`config.mk`:
```
export PLATFORM = sky130hd
export DESIGN_NAME = sdram_burst_colgen
export DESIGN_NICKNAME = d
export VERILOG_FILES = /design/src/rtl/sdram_colgen_pkg.sv /design/src/rtl/burst_mode_dec.sv /design/src/rtl/burst_seq_ctrl.sv /design/src/rtl/burst_col_calc.sv /design/src/rtl/sdram_burst_colgen.sv
export SDC_FILE = /design/constraint.sdc
export NUM_CORES = 1
export LEC_CHECK = 0
export ABC_AREA = 1
export BUFFER_PORTS_ARGS = -buffer_cell sky130_fd_sc_hd__clkbuf_2
export CORE_MARGIN = 5
export CORE_UTILIZATION = 52
export DETAILED_ROUTE_END_ITERATION = 10
export PLACE_DENSITY = 0.76
export SKIP_CTS_REPAIR_TIMING = 1
export SYNTH_ARGS = -nofsm -noshare
export SYNTH_HDL_FRONTEND = slang
export SYNTH_HIERARCHICAL = 1
export SYNTH_SLANG_ARGS = --single-unit
export TNS_END_PERCENT = 5
```
`constraint.sdc`:
```
create_clock -name clk_i -period 1.95 [get_ports clk_i]
set_clock_uncertainty 0.2 [all_clocks]
set_input_delay 0.0975 -clock clk_i [delete_from_list [all_inputs] [get_ports clk_i]]
set_output_delay 0.0975 -clock clk_i [all_outputs]
set_load 0.02 [all_outputs]
```
`src/rtl/sdram_colgen_pkg.sv`:
```
package sdram_colgen_pkg;

  localparam int unsigned BL_CODE_W = 3;
  // widest fixed burst is 8, so 3 wrap bits
  localparam int unsigned MASK_W    = 3;

  typedef enum logic [BL_CODE_W-1:0] {
    BL_ONE   = 3'b000,
    BL_TWO   = 3'b001,
    BL_FOUR  = 3'b010,
    BL_EIGHT = 3'b011,
    BL_PAGE  = 3'b111
  } bl_code_e;

  typedef struct packed {
    logic              full;
    logic              intl;
    logic [MASK_W-1:0] mask;
  } burst_mode_t;

endpackage

```
`src/rtl/burst_mode_dec.sv`:
```
module burst_mode_dec
  import sdram_colgen_pkg::*;
(
  input  logic [BL_CODE_W-1:0] code_i,
  input  logic                 wrap_i,
  output burst_mode_t          mode_o
);

  always_comb begin
    mode_o      = '0;
    mode_o.full = 1'b0;
    unique case (code_i)
      BL_TWO:   mode_o.mask = 3'b001;
      BL_FOUR:  mode_o.mask = 3'b011;
      BL_EIGHT: mode_o.mask = 3'b111;
      BL_PAGE:  mode_o.full = 1'b1;
      default:  mode_o.mask = 3'b000; // length 1, also unused codes
    endcase
    // page bursts only walk upward
    mode_o.intl = wrap_i & ~mode_o.full;
  end

endmodule

```
`src/rtl/burst_seq_ctrl.sv`:
```
module burst_seq_ctrl
  import sdram_colgen_pkg::*;
#(
  parameter int unsigned COL_W = 10
) (
  input  logic             clk_i,
  input  logic             rst_ni,
  input  logic             start_i,
  input  logic             stop_i,
  input  logic [COL_W-1:0] start_col_i,
  input  burst_mode_t      mode_i,
  output logic             active_o,
  output logic [COL_W-1:0] cnt_o,
  output logic [COL_W-1:0] base_o,
  output burst_mode_t      mode_o,
  output logic             last_o
);

  logic             active_q;
  logic [COL_W-1:0] cnt_q;
  logic [COL_W-1:0] base_q;
  burst_mode_t      mode_q;
  logic             at_end;

  assign at_end = ~mode_q.full && (cnt_q == COL_W'(mode_q.mask));

  always_ff @(posedge clk_i or negedge rst_ni) begin
    if (!rst_ni) begin
      active_q <= 1'b0;
      cnt_q    <= '0;
      base_q   <= '0;
      mode_q   <= '0;
    end else if (start_i) begin
      active_q <= 1'b1;
      cnt_q    <= '0;
      base_q   <= start_col_i;
      mode_q   <= mode_i;
    end else if (active_q) begin
      if (stop_i || at_end) begin
        active_q <= 1'b0;
        cnt_q    <= '0;
      end else begin
        cnt_q    <= cnt_q + COL_W'(1);
      end
    end
  end

  assign active_o = active_q;
  assign cnt_o    = cnt_q;
  assign base_o   = base_q;
  assign mode_o   = mode_q;
  assign last_o   = active_q & at_end;

endmodule

```
`src/rtl/burst_col_calc.sv`:
```
module burst_col_calc
  import sdram_colgen_pkg::*;
#(
  parameter int unsigned COL_W = 10
) (
  input  logic [COL_W-1:0] base_i,
  input  logic [COL_W-1:0] cnt_i,
  input  burst_mode_t      mode_i,
  output logic [COL_W-1:0] col_o
);

  logic [COL_W-1:0] sum;
  logic [COL_W-1:0] xr;

  // low bits of the sum are already modulo BL: carries only move upward
  assign sum = base_i + cnt_i;
  assign xr  = base_i ^ cnt_i;

  for (genvar b = 0; b < COL_W; b++) begin : g_bit
    if (b < MASK_W) begin : g_wrap
      assign col_o[b] = mode_i.full    ? sum[b] :
                        !mode_i.mask[b] ? base_i[b] :
                        mode_i.intl    ? xr[b] : sum[b];
    end else begin : g_upper
      assign col_o[b] = mode_i.full ? sum[b] : base_i[b];
    end
  end

endmodule

```
`src/rtl/sdram_burst_colgen.sv`:
```
module sdram_burst_colgen
  import sdram_colgen_pkg::*;
#(
  parameter int unsigned COL_W = 10
) (
  input  logic                 clk_i,
  input  logic                 rst_ni,
  input  logic [BL_CODE_W-1:0] cfg_bl_i,
  input  logic                 cfg_wrap_i,
  input  logic                 start_i,
  input  logic [COL_W-1:0]     start_col_i,
  input  logic                 stop_i,
  output logic [COL_W-1:0]     col_o,
  output logic                 valid_o,
  output logic                 last_o
);

  burst_mode_t      mode_new;
  burst_mode_t      mode_cur;
  logic             active;
  logic [COL_W-1:0] cnt;
  logic [COL_W-1:0] base;
  logic [COL_W-1:0] col_raw;

  burst_mode_dec u_dec (
    .code_i (cfg_bl_i),
    .wrap_i (cfg_wrap_i),
    .mode_o (mode_new)
  );

  burst_seq_ctrl #(.COL_W(COL_W)) u_ctrl (
    .clk_i       (clk_i),
    .rst_ni      (rst_ni),
    .start_i     (start_i),
    .stop_i      (stop_i),
    .start_col_i (start_col_i),
    .mode_i      (mode_new),
    .active_o    (active),
    .cnt_o       (cnt),
    .base_o      (base),
    .mode_o      (mode_cur),
    .last_o      (last_o)
  );

  burst_col_calc #(.COL_W(COL_W)) u_calc (
    .base_i (base),
    .cnt_i  (cnt),
    .mode_i (mode_cur),
    .col_o  (col_raw)
  );

  assign valid_o = active;
  assign col_o   = active ? col_raw : '0;

endmodule

```
### After elaboration in Yosys (flattened, before gate mapping)

Cells that the tools add are included.

* add/subtract/negate cells: 2
* multipliers: 0
* div/mod/pow operators: 0
* magnitude comparators: 0
* equal/unequal tests: 5
* shift-type cells: 0
* multiplexer cells: 25
* bitwise gates (word level): 5
* reduce and logical (&&, ||, !) cells: 3

Operators by type and width (count)
* $mux W10: 4
* $mux W1: 20
* $add A10 B1 Y10 const B: 1
* $add A10 B10 Y10: 1
* $eq A10 B3 Y1: 1
* $pmux W3 S3: 1
* $eq A3 B2 Y1 const B: 2
* $eq A3 B1 Y1 const B: 1
* $eq A3 B3 Y1 const B: 1
* $xor A3 B3 Y3: 1
* $and A1 B1 Y1: 2
* $not A1 Y1: 2
* $reduce_bool A2 Y1: 1
* $logic_and A1 B1 Y1: 1
* $logic_or A1 B1 Y1: 1

* bits in registers: 26
* latch bits: 0
* memory bits (writable): 0
* bits in read-only memories: 0
* bits of input ports: 18
* output and inout bits: 12
* memories kept: 0

### Logic depth before layout (Yosys ltp)

* depth in word-level cells: 6
* gate-level depth with buffers: 12
* depth with buffers taken out: 12

### Modules after synthesis

The synthesis kept the hierarchy.

By module, submodules not included
* burst_seq_ctrl: times used 1, cells an instance 185, area an instance 1342.5 µm², seq. area each 650.6 µm²
* burst_col_calc: times used 1, cells an instance 112, area an instance 620.6 µm², seq. area each 0.0 µm²
* sdram_burst_colgen: times used 1, cells an instance 21, area an instance 86.3 µm², seq. area each 0.0 µm²
* burst_mode_dec: times used 1, cells an instance 11, area an instance 42.5 µm², seq. area each 0.0 µm²

### Worst setup path before layout

Ideal clock, no wire load.

* path type: register to output
* start: register u_ctrl.cnt_q[0] (netlist: u_ctrl/cnt_o[0])
* end: output port col_o[6]
* arrival: 1754 ps
* setup slack: -101 ps
* cell stages (with the launch flop): 12
* path through: dfrtp_1 ha_1 fa_1 nand2_1 nand3_2 nand3_1 nand2_1 a21oi_1 o21ai_0 nand2_1 nand2_1 inv_1

* longest elaborated chain between the ends: 3

RTL lines
* start, declared: line burst_seq_ctrl.sv:20 `logic [COL_W-1:0] cnt_q;`
* start signal, assigned: line burst_seq_ctrl.sv:43 `cnt_q <= cnt_q + COL_W'(1);`
* $add A10 B10 Y10: line burst_col_calc.sv:16 `assign sum = base_i + cnt_i;`
* $mux W1: line burst_col_calc.sv:25 `assign col_o[b] = mode_i.full ? sum[b] : base_i[b];`
* net col_raw[6]: line sdram_burst_colgen.sv:23 `logic [COL_W-1:0] col_raw;`
* $mux W10: line sdram_burst_colgen.sv:53 `assign col_o = active ? col_raw : '0;`
* end, declared: line sdram_burst_colgen.sv:13 `output logic [COL_W-1:0] col_o,`

The timed path passes the listed nets, and every way through them passes these cells.

### Final worst setup path

Same ends and word-level chain as after synthesis.

==> flow_summary_export.csv <==
group,metric,value,unit
sta,period_share,1.24,
logic_synthesis,synthAdderAreaFrac,0.0694,
detailed_routing,drc,0,
critical_path,path_cells,"ha_4 > fa_2 > nand2_2 > nand3_4 > nand3_2 > nand2_2 > a21oi_2 > o21ai_1 > nand2_1 > nand2_1 > inv_2 > buf_6",
die,die_w,73.4,µm
cts,clk_pin_slew,100,ps
sta,slew_violations,0,
sta,tightest_slew,684,ps
layout,antennaDiodeCount,0,
pwr,ir_drop,0.300,mV
logic_synthesis,synth_compound_area_frac,0.0574,
logic_synthesis,muxShareOfSynthArea,0.00538,
placement,place_hpwl,3.92,mm
run_status,status,"complete, but fails checks",
critical_path,worst-setup-path-type,"reg2out",
logic_synthesis,synth-simple-area-share,0.417,
placement,io_buffers,29,
sta,setup_viol,9,
layout,final_cell_mix,"nand2_1, inv_1, buf_4",
global_routing,antenna_found_initial,0,
cts,cts_tree,"done",
layout,nets,423,
logic_synthesis,syn_avg_cell_area,6.36,µm²
logic_synthesis,synth_edf_count,0,
logic_synthesis,synth_top_area_cell,"dfrtp_1",
cts,numClockSinks,26,
die,start_util,0.531,
logic_synthesis,synth_top_family_by_area,"simple AND/OR/NAND/NOR gates",
sta,finalHoldViolations,3,
global_routing,grt_max_degree,27,
die,pin_count,30,
die,fp.dieArea,5390,µm²
critical_path,cp_max_fo,3,
layout,drive_gt1_frac,0.234,
die,core-area,3940,µm²
pwr,p_leak,1.60,nW
logic_synthesis,async_flop_share,1.00,
sta,min_period,2410,ps
logic_synthesis,ys_warn_count,6,
global_routing,overflow,0,
layout,fillers,315,
sta,timing.hold.ws,-22.8,ps
detailed_routing,via_per_inst,5.16,
critical_path,rrSetupSlack,300,ps
placement,numPlacedInstances,422,
detailed_routing,ant_nets,0,
die,placementRows,23,
detailed_routing,vias,2286,
critical_path,critPathRequiredTime,1650,ps
die,die_h,73.4,µm
global_routing,grt_pass1_wl,8.60,mm
logic_synthesis,synth-seq-cells,26,
cts,htree_levels,1,
global_routing,grt_usage,0.205,
cts,insertion_delay,280,ps
hold_path,min_path_type,"in2reg",
pwr,p_per_area,513,nW/µm²
placement,gp_congestion,0.844,
critical_path,arrival,2110,ps
logic_synthesis,synth_xor_area_frac,0.0251,
sta,worst_slack,-461,ps
logic_synthesis,yosysTopAreaCellShare,0.311,
logic_synthesis,synth_ff_type,"dfrtp_1",
layout,final_common_cell,"nand2_1",
sta,relSlewSlack,0.544,
detailed_routing,wirelength,5.92,mm
run_status,violations,"hold timing, setup timing",
layout,stdcell_area,2770,µm²
layout,synthToLayoutAreaGrowth,32.4,%
logic_synthesis,synthDistinctLibCells,28,
critical_path,cpPeakStageDelay,430,ps
logic_synthesis,ys_seq_area_frac,0.311,
logic_synthesis,synth_area_leaders,"dfrtp_1, nand2_1, inv_1",
flow_run,cap_violations,0,
cts,cts_root_buffer,"clkbuf_8",
placement,post-place-ws,-138,ps
logic_synthesis,syn_area,2090,µm²
sta,clock.fmax,415,MHz
cts,cts_buffer_depth,2,
critical_path,end_kind,"output pin",
global_routing,grt_pass1_vias,2005,
detailed_routing,dr.pass1.iters,4,
cts,numCtsBuffers,3,
detailed_routing,routedWlPerCell,13.4,µm
sta,fin_tns_setup,-2970,ps
placement,placed_cell_area,2430,µm²
logic_synthesis,syn_nets,358,
critical_path,crit_slowest_cell,"dfrtp_2",
layout,final_cells,443,
sta,rsz0062_at_grt,"yes",
critical_path,start_kind,"register",
logic_synthesis,synth_cells,329,
detailed_routing,drtIter0Drc,153,
-- routing by layer --
layer | up-vias | part of all wire | wire length [µm] | track usage
met5 | - | 0 | 0 | 0
met1 | 1050 | 0.42 | 2470 | 0.259
met2 | 66 | 0.50 | 2960 | 0.364
met4 | 0 | 0.033 | 193 | 0.0664
met3 | 20 | 0.050 | 297 | 0.0192
li1 | 1150 | - | - | -
-- stage by stage --
| stage | util | total power, mW |
|---|---|---|
| after floorplan | - | 0.855 |
| after global placement | 0.617 | 0.984 |
| after detailed placement | 0.617 | 0.992 |
| after CTS | 0.631 | 1.36 |
| after global routing | 0.703 | 1.50 |
| final | 0.703 | 1.42 |
-- final timing paths --
| path | startpoint | to | cells after the start |
|---|---|---|---|
| max | u_ctrl/cnt_o[0] | col_o[6] | 12 |
| min | cfg_bl_i[0] | u_ctrl/mode_o[0] | 5 |
| max reg2reg | u_ctrl/cnt_o[1] | u_ctrl/cnt_o[6] | 9 |
| min reg2reg | u_ctrl/mode_o[3] | u_ctrl/mode_o[3] | 2 |
| max in group asynchronous | rst_ni | u_ctrl/cnt_o[1] | 2 |
| min in group asynchronous | rst_ni | u_ctrl/active_o | 2 |
-- synthesized netlist by cell type, drive strengths merged (2+ instances only) --
cell and n:
a21oi 8, buf 9, dfrtp 26, ha 10, inv 46, nand2 150
nand3 18, nand3b 2, nand4 12, nor2 26, o21ai 10, xnor2 2
xor2 4
-- worst max-delay path, delay by kind of cell, from the launching register on --
family | cells | cell delay (ps)
AOI/OAI and AO/OA | 2 | 210
and+or+nand+nor | 6 | 460
buffers and inverters | 2 | 160
adders and majority gates | 2 | 580
DFF | 1 | 430
-- power by group --
part	internal (mW)	total, mW	switching (mW)
clock	0.181	0.365	0.184
sequential	0.570	0.604	0.0343
combinational	0.193	0.453	0.260
-- registers in the layout, summed over array words and instances, names as in the netlist --
name and count:
u_ctrl/cnt_o 10, u_ctrl/mode_o 5, u_ctrl/active_o 1, u_ctrl/base_o 10
-- logic make-up (layout without fill, tap and decap cells) --
family | Yosys count | in the layout
AND/OR/NAND/NOR | 208 | 208
buffers and inverters | 56 | 120
flip-flops | 26 | 26
AO/OA/AOI/OAI | 21 | 21
adder cells (fa/ha/maj) | 11 | 11
XOR/XNOR | 6 | 6
multiplexers | 1 | 1
-- final cells by class --
class / count / area, µm² / area share
Sequential cell: 26 / 654 / 0.236
Multi-Input combinational cell: 247 / 1300 / 0.468
Clock buffer: 4 / 55.1 / 0.0199
Timing Repair Buffer: 70 / 528 / 0.191
Tap cell: 50 / 62.6 / 0.0226
Inverter: 46 / 173 / 0.0623
(Power assumes the default switching activity.)
